===== src/rtl/cal_pkg.sv =====
package cal_pkg;

  // chained fields, least significant first; day of week sits outside the chain
  localparam int CHAIN_N  = 7;
  localparam int IDX_SEC  = 0;
  localparam int IDX_MIN  = 1;
  localparam int IDX_HOUR = 2;
  localparam int IDX_DATE = 3;
  localparam int IDX_MON  = 4;
  localparam int IDX_YEAR = 5;
  localparam int IDX_CENT = 6;

  // per-field limits, field i at bits [8*i +: 8]
  localparam logic [CHAIN_N*8-1:0] CHAIN_MIN =
    {8'h00, 8'h00, 8'h01, 8'h01, 8'h00, 8'h00, 8'h00};
  localparam logic [CHAIN_N*8-1:0] CHAIN_MAX =
    {8'h39, 8'h99, 8'h12, 8'h31, 8'h23, 8'h59, 8'h59};

  localparam logic [7:0] DOW_MIN = 8'h01;
  localparam logic [7:0] DOW_MAX = 8'h07;

  function automatic logic [7:0] bcd_inc(input logic [7:0] v);
    if (v[3:0] >= 4'd9) return {v[7:4] + 4'd1, 4'd0};
    return v + 8'd1;
  endfunction

  // (10*t + u) mod 4 == 0  <=>  (2*t[0] + u) mod 4 == 0
  function automatic logic bcd_leap(input logic [7:0] yr);
    logic [1:0] s;
    s = yr[1:0] + {yr[4], 1'b0};
    return (s == 2'd0);
  endfunction

endpackage


===== src/rtl/cal_prescaler.sv =====
module cal_prescaler #(
  parameter int W = 15
) (
  input  logic         clk,
  input  logic         rst_n,
  input  logic         cnt_en,
  input  logic         halt,
  input  logic         clear,
  output logic [W-1:0] cnt,
  output logic         tick
);

  logic         run;
  logic [W-1:0] cnt_nxt;

  assign run  = cnt_en & ~halt & ~clear;
  assign tick = run & (&cnt);

  always_comb begin
    cnt_nxt = cnt;
    if (clear)    cnt_nxt = '0;
    else if (run) cnt_nxt = cnt + 1'b1;
  end

  always_ff @(posedge clk or negedge rst_n) begin
    if (!rst_n) cnt <= '0;
    else        cnt <= cnt_nxt;
  end

endmodule


===== src/rtl/cal_bcd_field.sv =====
module cal_bcd_field
  import cal_pkg::*;
#(
  parameter logic [7:0] MIN_VAL = 8'h00
) (
  input  logic       clk,
  input  logic       rst_n,
  input  logic       inc,
  input  logic       load,
  input  logic [7:0] load_val,
  input  logic [7:0] max_val,
  output logic [7:0] val,
  output logic       wrap
);

  logic [7:0] val_nxt;

  // greater-or-equal so an out-of-range loaded value still wraps
  assign wrap = inc & (val >= max_val);

  always_comb begin
    val_nxt = val;
    if (load)      val_nxt = load_val;
    else if (wrap) val_nxt = MIN_VAL;
    else if (inc)  val_nxt = bcd_inc(val);
  end

  always_ff @(posedge clk or negedge rst_n) begin
    if (!rst_n) val <= MIN_VAL;
    else        val <= val_nxt;
  end

endmodule


===== src/rtl/cal_month_end.sv =====
module cal_month_end
  import cal_pkg::*;
(
  input  logic [7:0] month,
  input  logic [7:0] year,
  output logic [7:0] last_date
);

  always_comb begin
    unique case (month)
      8'h02:                      last_date = bcd_leap(year) ? 8'h29 : 8'h28;
      8'h04, 8'h06, 8'h09, 8'h11: last_date = 8'h30;
      default:                    last_date = 8'h31;
    endcase
  end

endmodule


===== src/rtl/bcd_calendar_counter.sv =====
module bcd_calendar_counter
  import cal_pkg::*;
#(
  parameter int PRESC_W  = 15,
  parameter int TEST_BIT = 5
) (
  input  logic       clk,
  input  logic       rst_n,
  input  logic       tick_en,
  input  logic       osc_stop,
  input  logic       ftest_en,
  input  logic       load_en,
  input  logic [7:0] ld_sec,
  input  logic [7:0] ld_min,
  input  logic [7:0] ld_hour,
  input  logic [7:0] ld_dow,
  input  logic [7:0] ld_date,
  input  logic [7:0] ld_month,
  input  logic [7:0] ld_year,
  input  logic [7:0] ld_cent,
  output logic [7:0] sec_o,
  output logic [7:0] min_o,
  output logic [7:0] hour_o,
  output logic [7:0] dow_o,
  output logic [7:0] date_o,
  output logic [7:0] month_o,
  output logic [7:0] year_o,
  output logic [7:0] cent_o,
  output logic       tone_512_o
);

  // reset: asserted asynchronously, released on the clock
  logic [1:0] rst_pipe;
  logic       rst_s;

  always_ff @(posedge clk or negedge rst_n) begin
    if (!rst_n) rst_pipe <= 2'b00;
    else        rst_pipe <= {rst_pipe[0], 1'b1};
  end
  assign rst_s = rst_pipe[1];

  // prescaler
  logic [PRESC_W-1:0] presc_cnt;
  logic               sec_tick;

  cal_prescaler #(.W(PRESC_W)) u_presc (
    .clk    (clk),
    .rst_n  (rst_s),
    .cnt_en (tick_en),
    .halt   (osc_stop),
    .clear  (load_en),
    .cnt    (presc_cnt),
    .tick   (sec_tick)
  );

  // field chain
  logic [CHAIN_N*8-1:0] ld_chain;
  logic [7:0]           fval [CHAIN_N];
  logic [7:0]           fmax [CHAIN_N];
  logic [CHAIN_N-1:0]   finc;
  logic [CHAIN_N-1:0]   fwrap;
  logic [7:0]           last_date;

  assign ld_chain = {ld_cent, ld_year, ld_month, ld_date, ld_hour, ld_min, ld_sec};

  cal_month_end u_mend (
    .month     (fval[IDX_MON]),
    .year      (fval[IDX_YEAR]),
    .last_date (last_date)
  );

  for (genvar i = 0; i < CHAIN_N; i++) begin : g_field
    if (i == 0) begin : g_head
      assign finc[i] = sec_tick;
    end else begin : g_link
      assign finc[i] = fwrap[i-1];
    end

    if (i == IDX_DATE) begin : g_dyn
      assign fmax[i] = last_date;
    end else begin : g_fix
      assign fmax[i] = CHAIN_MAX[i*8 +: 8];
    end

    cal_bcd_field #(.MIN_VAL(CHAIN_MIN[i*8 +: 8])) u_fld (
      .clk      (clk),
      .rst_n    (rst_s),
      .inc      (finc[i]),
      .load     (load_en),
      .load_val (ld_chain[i*8 +: 8]),
      .max_val  (fmax[i]),
      .val      (fval[i]),
      .wrap     (fwrap[i])
    );
  end

  // day of week advances on every end of day
  logic       day_adv;
  logic [7:0] dow_q;
  logic       dow_wrap;

  assign day_adv = fwrap[IDX_HOUR];

  cal_bcd_field #(.MIN_VAL(DOW_MIN)) u_dow (
    .clk      (clk),
    .rst_n    (rst_s),
    .inc      (day_adv),
    .load     (load_en),
    .load_val (ld_dow),
    .max_val  (DOW_MAX),
    .val      (dow_q),
    .wrap     (dow_wrap)
  );

  // named views for the outputs and the checker
  logic [7:0] sec_q, min_q, hour_q, date_q, month_q, year_q, cent_q;
  logic       ft_active;

  assign sec_q   = fval[IDX_SEC];
  assign min_q   = fval[IDX_MIN];
  assign hour_q  = fval[IDX_HOUR];
  assign date_q  = fval[IDX_DATE];
  assign month_q = fval[IDX_MON];
  assign year_q  = fval[IDX_YEAR];
  assign cent_q  = fval[IDX_CENT];

  assign ft_active  = ftest_en & ~osc_stop;
  assign tone_512_o = ft_active & presc_cnt[TEST_BIT];

  assign sec_o   = {sec_q[7:1], ft_active ? presc_cnt[TEST_BIT] : sec_q[0]};
  assign min_o   = min_q;
  assign hour_o  = hour_q;
  assign dow_o   = dow_q;
  assign date_o  = date_q;
  assign month_o = month_q;
  assign year_o  = year_q;
  assign cent_o  = cent_q;

endmodule


===== config.mk =====
export PLATFORM = sky130hd
export DESIGN_NAME = bcd_calendar_counter
export DESIGN_NICKNAME = d
export VERILOG_FILES = /design/src/rtl/cal_pkg.sv /design/src/rtl/cal_prescaler.sv /design/src/rtl/cal_bcd_field.sv /design/src/rtl/cal_month_end.sv /design/src/rtl/bcd_calendar_counter.sv
export SDC_FILE = /design/constraint.sdc
export NUM_CORES = 1
export LEC_CHECK = 0
export ABC_AREA = 1
export BUFFER_PORTS_ARGS = -buffer_cell sky130_fd_sc_hd__buf_4
export CORE_AREA = 8 8 158 160
export DETAILED_ROUTE_END_ITERATION = 8
export DIE_AREA = 0 0 166 168
export GPL_TIMING_DRIVEN = 0
export PLACE_DENSITY = 0.5
export SLEW_MARGIN = 20
export SYNTH_ARGS = -nofsm -noshare
export SYNTH_HDL_FRONTEND = slang
export SYNTH_SLANG_ARGS = --single-unit

===== constraint.sdc =====
create_clock -name clk -period 4.8 [get_ports clk]
set_clock_uncertainty 0.1 [all_clocks]
set_input_delay 0.24 -clock clk [delete_from_list [all_inputs] [get_ports clk]]
set_output_delay 0.24 -clock clk [all_outputs]
set_load 0.02 [all_outputs]

==> out/results.ini <==
[synthesis]
yosysWarnings = 0
avgSynthCellArea_sq_um = 7.67
synth-edff-count = 0
synth_nets = 834
yosysUniqueCellTypes = 43
yosysSeqAreaShare = 0.369
synth_top_cell_area_share = 0.355
synthTopCellsByArea = dfrtp_1, nand2_1, ha_1, inv_1, nand3_1
synth_top_area_cell = dfrtp_1
synth_ff_type = dfrtp_1
yosys-top-cells-count = nand2_1, inv_1, dfrtp_1
netlist_instances = 718
syn-cell-area_sq_um = 5510
synth.ff_latch_count = 81
async_reset_ff_frac = 1.00
synth_most_common_cell = nand2_1

[worst_hold_path]
min_to = g_field[3].u_fld.val[3]
holdCritPathClass = in -> reg
holdPathStages = 3
worstHoldStart = ld_date[3]

[power]
ir_drop_mv = 0.156
p_per_area_nw_per_um2 = 293
leakagePower_nw = 3.71

[global_routing]
grt_pass1_wl_um = 29800
antenna_found_initial = 0
gr-total-overflow = 0
grtUsageTotal = 0.132
grt_pass1_vias = 5489
grt_start_max_net_pins = 48

[die]
dieArea_sq_um = 27900
rows = 55
die_x_um = 166
die_y_um = 168
io_pins = 135
start_util = 0.246
core_area_sq_um = 22400

[outcome]
outcome = completed

[clock_network]
post_cts_buffers = 0
path_clk_slew_ns = 0.06
clock_latency_ns = 0.35
clockBufferDepth = 2
numCtsBuffers = 9
cts_htree_levels = 3
cts-root-buf = clkbuf_16
hold_buffers = 23
cts.sinks = 81
cts_tree = built
cts_resized = 0

[worst_setup_path]
r2r_cells = 19
cp.required_ns = 4.98
start_kind = flop
r2r-end = g_field[5].u_fld.val[0]
crit_arrival_ns = 3.38
criticalPathCategory = reg -> reg
crit_fanout = 9
end_kind = flop
reg2reg_from = g_field[4].u_fld.val[0]
r2r_slack_ns = 1.60

[detailed_routing]
drtIter0Drc = 250
wl_per_cell_um = 15.5
final_antenna_net_count = 0
drc = 0
vias_per_cell = 4.52
routed-via-count = 5318
first_pass_iters = 5
routed_wl_um = 18200

[placement]
hpwl_um = 14000
dpl_cell_area_sq_um = 6900
gp_congestion = 0.808
portBuffers = 134

[sta]
period_share = 0.667
rsz0062_at_grt = no
tightest_slew_ns = 0.728
finalHoldViolCount = 0
slew_viol_final = 0
max_slew_margin = 0.515
fmax_mhz = 312
setup_viol = 0
fin_crit_ns = 3.20
fin_setup_tns_ns = 0

[flow_run]
maxCapViolations = 0

[layout]
multi_input_comb_area_sq_um = 2980
postLayoutCellArea_sq_um = 7440
seq_area_sq_um = 2030
fill_cells = 2360
areaGrowthSynthToFinish_pct = 35.2
nets = 1003
drive_above_1_share = 0.208
num_antenna_cells = 0

==> worst max-delay path by stage <==
stage / slack, ns / endpoint / start / cells after the start
floorplan: 1.96 / g_field[5].u_fld.val[0] / g_field[4].u_fld.val[0] / 19
global placement: 0.90 / u_dow.val[6] / rst_pipe[1] / 0
detailed placement: 1.57 / g_field[5].u_fld.val[0] / g_field[4].u_fld.val[0] / 19
CTS: 1.54 / g_field[5].u_fld.val[0] / g_field[4].u_fld.val[0] / 19
global route: 1.30 / g_field[5].u_fld.val[1] / g_field[4].u_fld.val[0] / 20
finish: 1.60 / g_field[5].u_fld.val[0] / g_field[4].u_fld.val[0] / 19
==> logic make-up after synthesis <==
kind of cell / after synthesis / share of synthesized area
adder cells (fa/ha/maj): 46 / 0.105
XOR/XNOR: 18 / 0.0286
AND/OR/NAND/NOR: 350 / 0.293
buffers and inverters: 120 / 0.0900
other: 1 / 0.000681
AO/OA/AOI/OAI: 102 / 0.114
flip-flops: 81 / 0.369
==> registers in the layout (all words and copies together) (netlist names) <==
register           flops
u_presc.cnt           15
u_dow.val              8
g_field.u_fld.val     56
rst_pipe               2
==> routing by layer <==
| metal | vias up | track usage | wire length, um |
|---|---|---|---|
| met5 | - | 0 | 0 |
| met4 | 0 | 0.0277 | 147 |
| met3 | 11 | 0.0351 | 1050 |
| met2 | 116 | 0.210 | 8320 |
| met1 | 2478 | 0.178 | 8720 |
| li1 | 2713 | - | - |
==> per-stage QoR <==
step	hold WS, ns	worst slack (ns)	util	cells	power, mW
3_3_place_gp	-0.0764	0.895	0.307	1137	1.42
5_1_grt	0.0117	1.30	0.333	1176	2.31
4_1_cts	0.00164	1.54	0.333	1176	2.22
2_1_floorplan	-0.156	1.96	-	718	1.17
3_5_place_dp	-0.0764	1.57	0.308	1138	1.42
6_report	0.0205	1.60	0.333	1176	2.18
==> worst max-delay path, stage by stage, from the launching register on <==
cell      delay (ns)
dfstp_2         0.58
inv_1           0.11
ha_1            0.24
o21ai_0         0.14
o21ai_0         0.11
a31oi_1         0.19
nand2_1         0.07
inv_1           0.07
ha_1            0.22
nand3_1         0.10
inv_1           0.04
nand2_1         0.05
nand2_1         0.05
nor2_2          0.25
nor2_8          0.12
nand2_4         0.13
clkinv_4        0.12
nor2_4          0.24
nand2_1         0.09
nand3_1         0.09
==> cell type report <==
cell class / count / area share
Inverter: 96 / 0.0491
Sequential cell: 81 / 0.273
Clock inverter: 3 / 0.00874
Buffer: 24 / 0.0175
Timing Repair Buffer: 158 / 0.170
Clock buffer: 12 / 0.0331
Tap cell: 285 / 0.0479
Multi-Input combinational cell: 517 / 0.400
==> where the power goes <==
| group | internal, mW | switching, mW | leakage (nW) |
|---|---|---|---|
| registers | 0.744 | 0.0919 | 0.996 |
| clock network | 0.467 | 0.291 | 0.153 |
| logic | 0.251 | 0.331 | 2.56 |
| total | 1.46 | 0.715 | 3.71 |
==> placed cells by master (no fill, tap or decap), drive strengths merged, types with 28 or more instances in the layout <==
master	Yosys	final
inv	93	93
nand4	30	30
nand3	69	69
buf	13	148
a21oi	32	32
nor2	61	61
o21ai	28	28
nand2	176	176
ha	46	46
dfrtp	78	78
(Power assumes the default switching activity.)
